[config.mk]
export PLATFORM = sky130hd
export DESIGN_NAME = endian_conv
export DESIGN_NICKNAME = d
export VERILOG_FILES = /design/src/rtl/endian_conv_pkg.sv /design/src/rtl/endian_addr_xform.sv /design/src/rtl/endian_lane_steer.sv /design/src/rtl/endian_mode_reg.sv /design/src/rtl/endian_conv.sv
export SDC_FILE = /design/constraint.sdc
export NUM_CORES = 1
export LEC_CHECK = 0
export BUFFER_PORTS_ARGS = -buffer_cell sky130_fd_sc_hd__buf_2
export CAP_MARGIN = 20
export CORE_AREA = 2 2 142 144
export DETAILED_ROUTE_END_ITERATION = 10
export DIE_AREA = 0 0 144 146
export GPL_ROUTABILITY_DRIVEN = 0
export HOLD_SLACK_MARGIN = 0.15
export PLACE_DENSITY = 0.72
export SETUP_SLACK_MARGIN = 0.02
export SKIP_LAST_GASP = 1
export SLEW_MARGIN = 20
export SYNTH_ARGS = -nofsm -noshare
export SYNTH_HDL_FRONTEND = slang
export SYNTH_SLANG_ARGS = --single-unit
[constraint.sdc]
create_clock -name clk -period 1.1 [get_ports clk]
set_input_delay 0.055 -clock clk [delete_from_list [all_inputs] [get_ports clk]]
set_output_delay 0.055 -clock clk [all_outputs]
set_load 0.02 [all_outputs]
[src/rtl/endian_conv_pkg.sv]
package endian_conv_pkg;

   typedef enum logic [1:0] {
      SZ_BYTE  = 2'b00,
      SZ_HALF  = 2'b01,
      SZ_WORD  = 2'b10,
      SZ_DWORD = 2'b11
   } xfer_size_e;

   localparam int unsigned SIZE_W = 2;

endpackage

[src/rtl/endian_addr_xform.sv]
module endian_addr_xform #(
   parameter int unsigned ADDR_W = 32,
   parameter int unsigned OFS_W  = 3,
   parameter int unsigned SZ_W   = 2
) (
   input  logic              le_mode,
   input  logic [SZ_W-1:0]   size,
   input  logic [ADDR_W-1:0] addr_in,
   output logic [ADDR_W-1:0] addr_out
);

   localparam int unsigned MAX_CODE = (1 << SZ_W) - 1;

   if (OFS_W >= ADDR_W) begin : g_bad_ofs
      $error("endian_addr_xform: OFS_W must be below ADDR_W");
   end
   if (OFS_W > MAX_CODE) begin : g_bad_sz
      $error("endian_addr_xform: SZ_W too narrow to encode full-width size");
   end

   logic [OFS_W-1:0] flip_mask;

   // a bit of the offset flips when the transfer is narrower than 2**(k+1) bytes
   for (genvar k = 0; k < OFS_W; k++) begin : g_mask
      assign flip_mask[k] = le_mode & (size <= SZ_W'(k));
   end

   assign addr_out = {addr_in[ADDR_W-1:OFS_W], addr_in[OFS_W-1:0] ^ flip_mask};

endmodule

[src/rtl/endian_lane_steer.sv]
module endian_lane_steer #(
   parameter int unsigned DATA_W    = 64,
   parameter int unsigned LANE_W    = 8,
   parameter bit          REG_STAGE = 1'b1
) (
   input  logic              clk,
   input  logic              rst_n,
   input  logic              le_mode,
   input  logic              in_valid,
   input  logic [DATA_W-1:0] in_data,
   output logic              out_valid,
   output logic [DATA_W-1:0] out_data
);

   localparam int unsigned LANES = DATA_W / LANE_W;

   if (DATA_W % LANE_W != 0) begin : g_bad_w
      $error("endian_lane_steer: DATA_W must be a multiple of LANE_W");
   end
   if (LANES < 2) begin : g_bad_l
      $error("endian_lane_steer: at least two lanes required");
   end

   logic [DATA_W-1:0] steered;

   for (genvar j = 0; j < LANES; j++) begin : g_lane
      assign steered[j*LANE_W +: LANE_W] = le_mode ?
         in_data[(LANES-1-j)*LANE_W +: LANE_W] : in_data[j*LANE_W +: LANE_W];
   end

   if (REG_STAGE) begin : g_reg
      logic              vld_q;
      logic [DATA_W-1:0] dat_q;

      always_ff @(posedge clk) begin
         if (!rst_n) begin
            vld_q <= 1'b0;
            dat_q <= '0;
         end else begin
            vld_q <= in_valid;
            if (in_valid) dat_q <= steered;
         end
      end

      assign out_valid = vld_q;
      assign out_data  = dat_q;

      // valid follows its beat by exactly one clock
      a_r5_valid_latency: assert property (@(posedge clk) disable iff (!rst_n)
         in_valid |=> out_valid);
      // no beat, no valid and no data change
      a_r11_idle_valid: assert property (@(posedge clk) disable iff (!rst_n)
         !in_valid |=> !out_valid);
      a_r11_hold_data: assert property (@(posedge clk) disable iff (!rst_n)
         !in_valid |=> $stable(out_data));
      // top input lane lands in the bottom output lane in little-endian mode
      a_r6_mirror_edge: assert property (@(posedge clk) disable iff (!rst_n)
         (in_valid && le_mode) |=>
            out_data[LANE_W-1:0] == $past(in_data[DATA_W-1 -: LANE_W]));
      // straight through in big-endian mode
      a_r5_be_pass: assert property (@(posedge clk) disable iff (!rst_n)
         (in_valid && !le_mode) |=> out_data == $past(in_data));
   end else begin : g_comb
      assign out_valid = in_valid;
      assign out_data  = steered;
   end

endmodule

[src/rtl/endian_mode_reg.sv]
module endian_mode_reg #(
   parameter int unsigned          IO_ADDR_W = 16,
   parameter int unsigned          IO_DATA_W = 8,
   parameter logic [IO_ADDR_W-1:0] MODE_PORT = 16'h0092,
   parameter int unsigned          MODE_BIT  = 0
) (
   input  logic                 clk,
   input  logic                 rst_n,
   input  logic [IO_ADDR_W-1:0] io_addr,
   input  logic                 io_wr,
   input  logic [IO_DATA_W-1:0] io_wdata,
   output logic [IO_DATA_W-1:0] io_rdata,
   output logic                 le_mode
);

   if (MODE_BIT >= IO_DATA_W) begin : g_bad_bit
      $error("endian_mode_reg: MODE_BIT outside the I/O data width");
   end

   logic port_hit;
   logic mode_q;
   logic unused_wbits;

   assign port_hit     = (io_addr == MODE_PORT);
   assign unused_wbits = ^io_wdata;

   always_ff @(posedge clk) begin
      if (!rst_n)                mode_q <= 1'b0;
      else if (io_wr && port_hit) mode_q <= io_wdata[MODE_BIT];
   end

   always_comb begin
      io_rdata = '0;
      if (port_hit) io_rdata[MODE_BIT] = mode_q;
   end

   assign le_mode = mode_q;

   // a write to the port loads the selected bit
   a_r8_mode_load: assert property (@(posedge clk) disable iff (!rst_n)
      (io_wr && port_hit) |=> le_mode == $past(io_wdata[MODE_BIT]));
   // anything else leaves the mode alone
   a_r9_mode_keep: assert property (@(posedge clk) disable iff (!rst_n)
      !(io_wr && port_hit) |=> $stable(le_mode));
   // readback is silent away from the port
   a_r10_rd_quiet: assert property (@(posedge clk) disable iff (!rst_n)
      !port_hit |-> io_rdata == '0);

endmodule

[src/rtl/endian_conv.sv]
module endian_conv #(
   parameter int unsigned     ADDR_W    = 32,
   parameter int unsigned     DATA_W    = 64,
   parameter int unsigned     LANE_W    = 8,
   parameter int unsigned     IO_ADDR_W = 16,
   parameter int unsigned     IO_DATA_W = 8,
   parameter logic [15:0]     MODE_PORT = 16'h0092,
   parameter bit              REG_STAGE = 1'b1
) (
   input  logic                 clk,
   input  logic                 rst_n,
   output logic                 le_mode,
   input  logic [IO_ADDR_W-1:0] io_addr,
   input  logic                 io_wr,
   input  logic [IO_DATA_W-1:0] io_wdata,
   output logic [IO_DATA_W-1:0] io_rdata,
   input  logic [ADDR_W-1:0]    cpu_addr,
   input  logic [1:0]           cpu_size,
   output logic [ADDR_W-1:0]    mem_addr,
   input  logic                 cpu_wr_valid,
   input  logic [DATA_W-1:0]    cpu_wr_data,
   output logic                 mem_wr_valid,
   output logic [DATA_W-1:0]    mem_wr_data,
   input  logic                 mem_rd_valid,
   input  logic [DATA_W-1:0]    mem_rd_data,
   output logic                 cpu_rd_valid,
   output logic [DATA_W-1:0]    cpu_rd_data
);
   import endian_conv_pkg::*;

   localparam int unsigned LANES = DATA_W / LANE_W;
   localparam int unsigned OFS_W = $clog2(LANES);

   if (IO_ADDR_W > 16) begin : g_bad_io
      $error("endian_conv: MODE_PORT is 16 bits wide");
   end
   if ((1 << OFS_W) != LANES) begin : g_bad_lanes
      $error("endian_conv: lane count must be a power of two");
   end

   endian_mode_reg #(
      .IO_ADDR_W (IO_ADDR_W),
      .IO_DATA_W (IO_DATA_W),
      .MODE_PORT (MODE_PORT[IO_ADDR_W-1:0]),
      .MODE_BIT  (0)
   ) u_mode (
      .clk      (clk),
      .rst_n    (rst_n),
      .io_addr  (io_addr),
      .io_wr    (io_wr),
      .io_wdata (io_wdata),
      .io_rdata (io_rdata),
      .le_mode  (le_mode)
   );

   endian_addr_xform #(
      .ADDR_W (ADDR_W),
      .OFS_W  (OFS_W),
      .SZ_W   (SIZE_W)
   ) u_addr (
      .le_mode  (le_mode),
      .size     (cpu_size),
      .addr_in  (cpu_addr),
      .addr_out (mem_addr)
   );

   endian_lane_steer #(
      .DATA_W    (DATA_W),
      .LANE_W    (LANE_W),
      .REG_STAGE (REG_STAGE)
   ) u_wr_path (
      .clk       (clk),
      .rst_n     (rst_n),
      .le_mode   (le_mode),
      .in_valid  (cpu_wr_valid),
      .in_data   (cpu_wr_data),
      .out_valid (mem_wr_valid),
      .out_data  (mem_wr_data)
   );

   endian_lane_steer #(
      .DATA_W    (DATA_W),
      .LANE_W    (LANE_W),
      .REG_STAGE (REG_STAGE)
   ) u_rd_path (
      .clk       (clk),
      .rst_n     (rst_n),
      .le_mode   (le_mode),
      .in_valid  (mem_rd_valid),
      .in_data   (mem_rd_data),
      .out_valid (cpu_rd_valid),
      .out_data  (cpu_rd_data)
   );

   // big-endian mode leaves the address untouched
   a_r2_be_addr: assert property (@(posedge clk) disable iff (!rst_n)
      !le_mode |-> mem_addr == cpu_addr);
   // only the byte offset is ever altered
   a_r4_upper_kept: assert property (@(posedge clk) disable iff (!rst_n)
      mem_addr[ADDR_W-1:OFS_W] == cpu_addr[ADDR_W-1:OFS_W]);
   // full-width transfers are not scrambled; single bytes flip every offset bit
   a_r3_full_pass: assert property (@(posedge clk) disable iff (!rst_n)
      (le_mode && cpu_size == SZ_DWORD) |-> mem_addr == cpu_addr);
   a_r3_byte_flip: assert property (@(posedge clk) disable iff (!rst_n)
      (le_mode && cpu_size == SZ_BYTE) |-> mem_addr[OFS_W-1:0] == ~cpu_addr[OFS_W-1:0]);
   // valids are low in the first cycle after reset
   a_r1_reset_quiet: assert property (@(posedge clk)
      !rst_n |=> (!mem_wr_valid && !cpu_rd_valid && !le_mode));

endmodule

==> metrics.txt <==
CTS Buf Count 17; max-slew violation count 0; R2R Setup Slk -0.31 ns; Max FO, Critical Path 3; fraction of the mapped netlist area in adder cells 0; vias in the first global route between 6k and 7k; arrival time worst endpoint 1.38 ns; Skew-Pair Late Insertion Delay ~0.41 ns; sw frac 0.269; Rows 51; critical path capture point type output port; largest net degree at the start of global routing 53; Initial Utilization 0.333; WHS ~0.096 ns; Worst-Margin Slew ~0.50 ns; Max Cap Viol 0; library cells used by synthesis 23; Final WS setup -0.330 ns; wire length per cell 16.7 µm; initial DRC count 199; outcome complete, but fails checks; Total GRT Usage 0.199; warnings from Yosys 0; Synth Register Bits roughly 130; crit share post-route 1.30; endpoints failing setup 133; Synth Cell Area between 0.006 and 0.007 mm²; Synth Area in Simple Gates 0.0862; RR Endpoint u_wr_path.out_data[5]; die area 0.0210 mm²; core area between 0.015 and 0.02 mm²; Post-Synth XOR/XNOR Area 0.00408; PD cells between 1000 and 1500 mW/mm²; GRT overflow 0; ratio of cells with drive above 1 in the final layout 0.370; H-Tree Depth 4; synth top area cells dfxtp_1 41%, mux2i_1 20%, o211a_1 20%; Initial DRT Pass Iterations 5; CTS Sinks roughly 130; Reg-to-Reg Start u_mode.le_mode; Syn-to-layout area delta 70.9%; Post-Syn Area per Cell 10.2 µm²; WP data required approximately 1.0 ns; routed vias between 6k and 7k; fin nets 1261; cts hold-fix bufs between 150 and 200; post-synthesis mux area share 0.199; count of boundary I/O pins around 360; CTS max path bufs 2; Post-Syn Instances 630; LEAKAGE 5.69 nW; sequential share of the synthesized area 0.407; Clk pwr share 0.446; Reg power frac 0.369; routed vias/inst ~4.8; Worst setup SP type register; Fmax approximately 0.70 GHz; Compound-Gate Fraction of Synth Area 0.201; Clock Skew about 0.0055 ns; diodes inserted 0; Die H ~150 µm; endpoint of the worst hold path u_mode.le_mode; NetSw 3.82 mW; initial antenna violation count 0; Peak supply drop between 0.9 and 1 mV; area share of the largest cell type after synthesis 0.407; CTS root buf clkbuf_16; unrepaired setup endpoints after global routing yes; DRT antenna net count 0; failing checks setup timing; worst reg2reg path depth 7; DR DRC count 0; DPL Wire Length between 10000 and 15000 µm; first-pass GRT wire length around 33000 µm; final wirelength roughly 22000 µm; HP Class in -> reg; Clock transition at path regs ~0.06 ns; main combinational cell family by area after synthesis compound AO/OA/AOI/OAI gates; Slew HR 0.664; WS Path Type reg -> out; PortBufs about 290; CTS tree done; Comb pwr share 0.185; Hold Crit Depth 4; final hold violations 0; Hold Startpoint io_addr[12]; Tmin final roughly 1.4 ns; top cell type by total area after synthesis dfxtp_1; Int Power just over 10 mW; Chip Width 144 µm; pre-CTS WS -0.189 ns
## logic make-up after synthesis
family,Yosys count
AOI/OAI and AO/OA,130
xor gates and xnor gates,3
buffers and inverters,96
DFF,131
muxes,128
other,1
and+or+nand+nor,141
## worst max-delay path by stage
| stage | end | slack (ns) | start | depth (start not counted) |
|---|---|---|---|---|
| floorplan | u_wr_path.out_data[45] | -0.13 | u_mode.le_mode | 6 |
| global placement | u_mode.le_mode | -0.18 | io_addr[9] | 5 |
| detailed placement | u_mode.le_mode | -0.19 | io_addr[9] | 5 |
| CTS | mem_addr[0] | -0.34 | u_mode.le_mode | 5 |
| global route | mem_addr[1] | -0.37 | u_mode.le_mode | 5 |
| finish | mem_addr[1] | -0.33 | u_mode.le_mode | 5 |
## flip-flops by register name, indices dropped and copies added, names as in the netlist
| register | count |
|---|---|
| u_rd_path.out_valid | 1 |
| u_mode.le_mode | 1 |
| u_rd_path.out_data | 64 |
| u_wr_path.out_valid | 1 |
| u_wr_path.out_data | 64 |
## critical path, stage by stage (launching register included)
cell and delay (ns):
dfxtp_4 0.37, buf_12 0.12, nand2b_4 0.06, buf_6 0.13
xnor2_4 0.15, buf_6 0.14
## cell usage after synthesis (all sizes together)
cell / n
o211a: 128
inv: 2
and2: 2
nor2: 2
nand4: 1
nor4: 2
xor2: 1
mux2i: 128
xnor2: 2
nor4b: 1
o31ai: 1
conb: 1
nand2: 131
nor4bb: 1
clkbuf: 23
nand2b: 1
o211ai: 1
dfxtp: 131
buf: 71
## final cells by class
| type | count | area, µm² |
|---|---|---|
| tap | 265 | 332 |
| multi-input combinational | 409 | 3330 |
| clock inverter | 14 | 224 |
| clock buffer | 18 | 429 |
| timing repair buffer | 509 | 4060 |
| sequential | 131 | 2630 |
| inverter | 2 | 10.0 |
| fill | 1565 | 8330 |
## metrics by stage
stage	utilization	cells	total power [mW]	area (µm²)	TNS [ns]
2_1_floorplan	-	636	6.63	6490	-12.00
3_3_place_gp	0.415	1126	7.30	8030	-7.99
3_5_place_dp	0.415	1126	7.34	8030	-10.47
4_1_cts	0.557	1342	14.3	10800	-30.84
5_1_grt	0.569	1348	14.8	11000	-35.25
6_report	0.569	1348	14.2	11000	-28.39
## repair_timing
action,CTS,global route
setup buffers,18,5
hold endpoints to repair,158,1
resized for setup,52,45
gates cloned,4,8
pin swaps,8,19
setup endpoints to repair,129,133
## layout by cell type (no fill, tap or decap)
master	instances
mux2i_4	3
and2_1	2
dfxtp_1	130
nor2_4	2
o211ai_1	1
xor2_2	1
inv_6	5
xnor2_2	1
clkbuf_1	1
clkinv_4	2
nand2b_4	1
o211a_1	128
xnor2_4	1
nor4bb_1	1
o31ai_1	1
inv_4	1
buf_2	281
nand2_4	1
buf_8	11
buf_4	10
inv_1	1
conb_1	7
mux2i_2	11
buf_6	16
nor4b_1	1
nand4_1	1
nor4_1	2
clkinvlp_4	1
clkinv_2	1
dfxtp_4	1
clkbuf_16	23
bufinv_16	5
dlygate4sd3_1	162
nand2_1	130
mux2i_1	114
buf_12	23
## power by group through the flow
stage	Clock [mW]	Combinational, mW	Sequential, mW
detailed placement	0	2.00	5.34
global route	6.69	2.82	5.28
finish	6.33	2.63	5.25
global placement	0	1.97	5.33
floorplan	0	0.893	5.74
CTS	6.48	2.56	5.24
## metal layers
| layer | global-route usage | up-vias | part of all wire |
|---|---|---|---|
| li1 | - | 3103 | - |
| met1 | 0.207 | 3100 | 0.38 |
| met2 | 0.366 | 266 | 0.53 |
| met3 | 0.0497 | 63 | 0.056 |
| met4 | 0.0990 | 0 | 0.041 |
| met5 | 0 | - | 0 |
No activity file was read; power rests on OpenSTA's default activity.
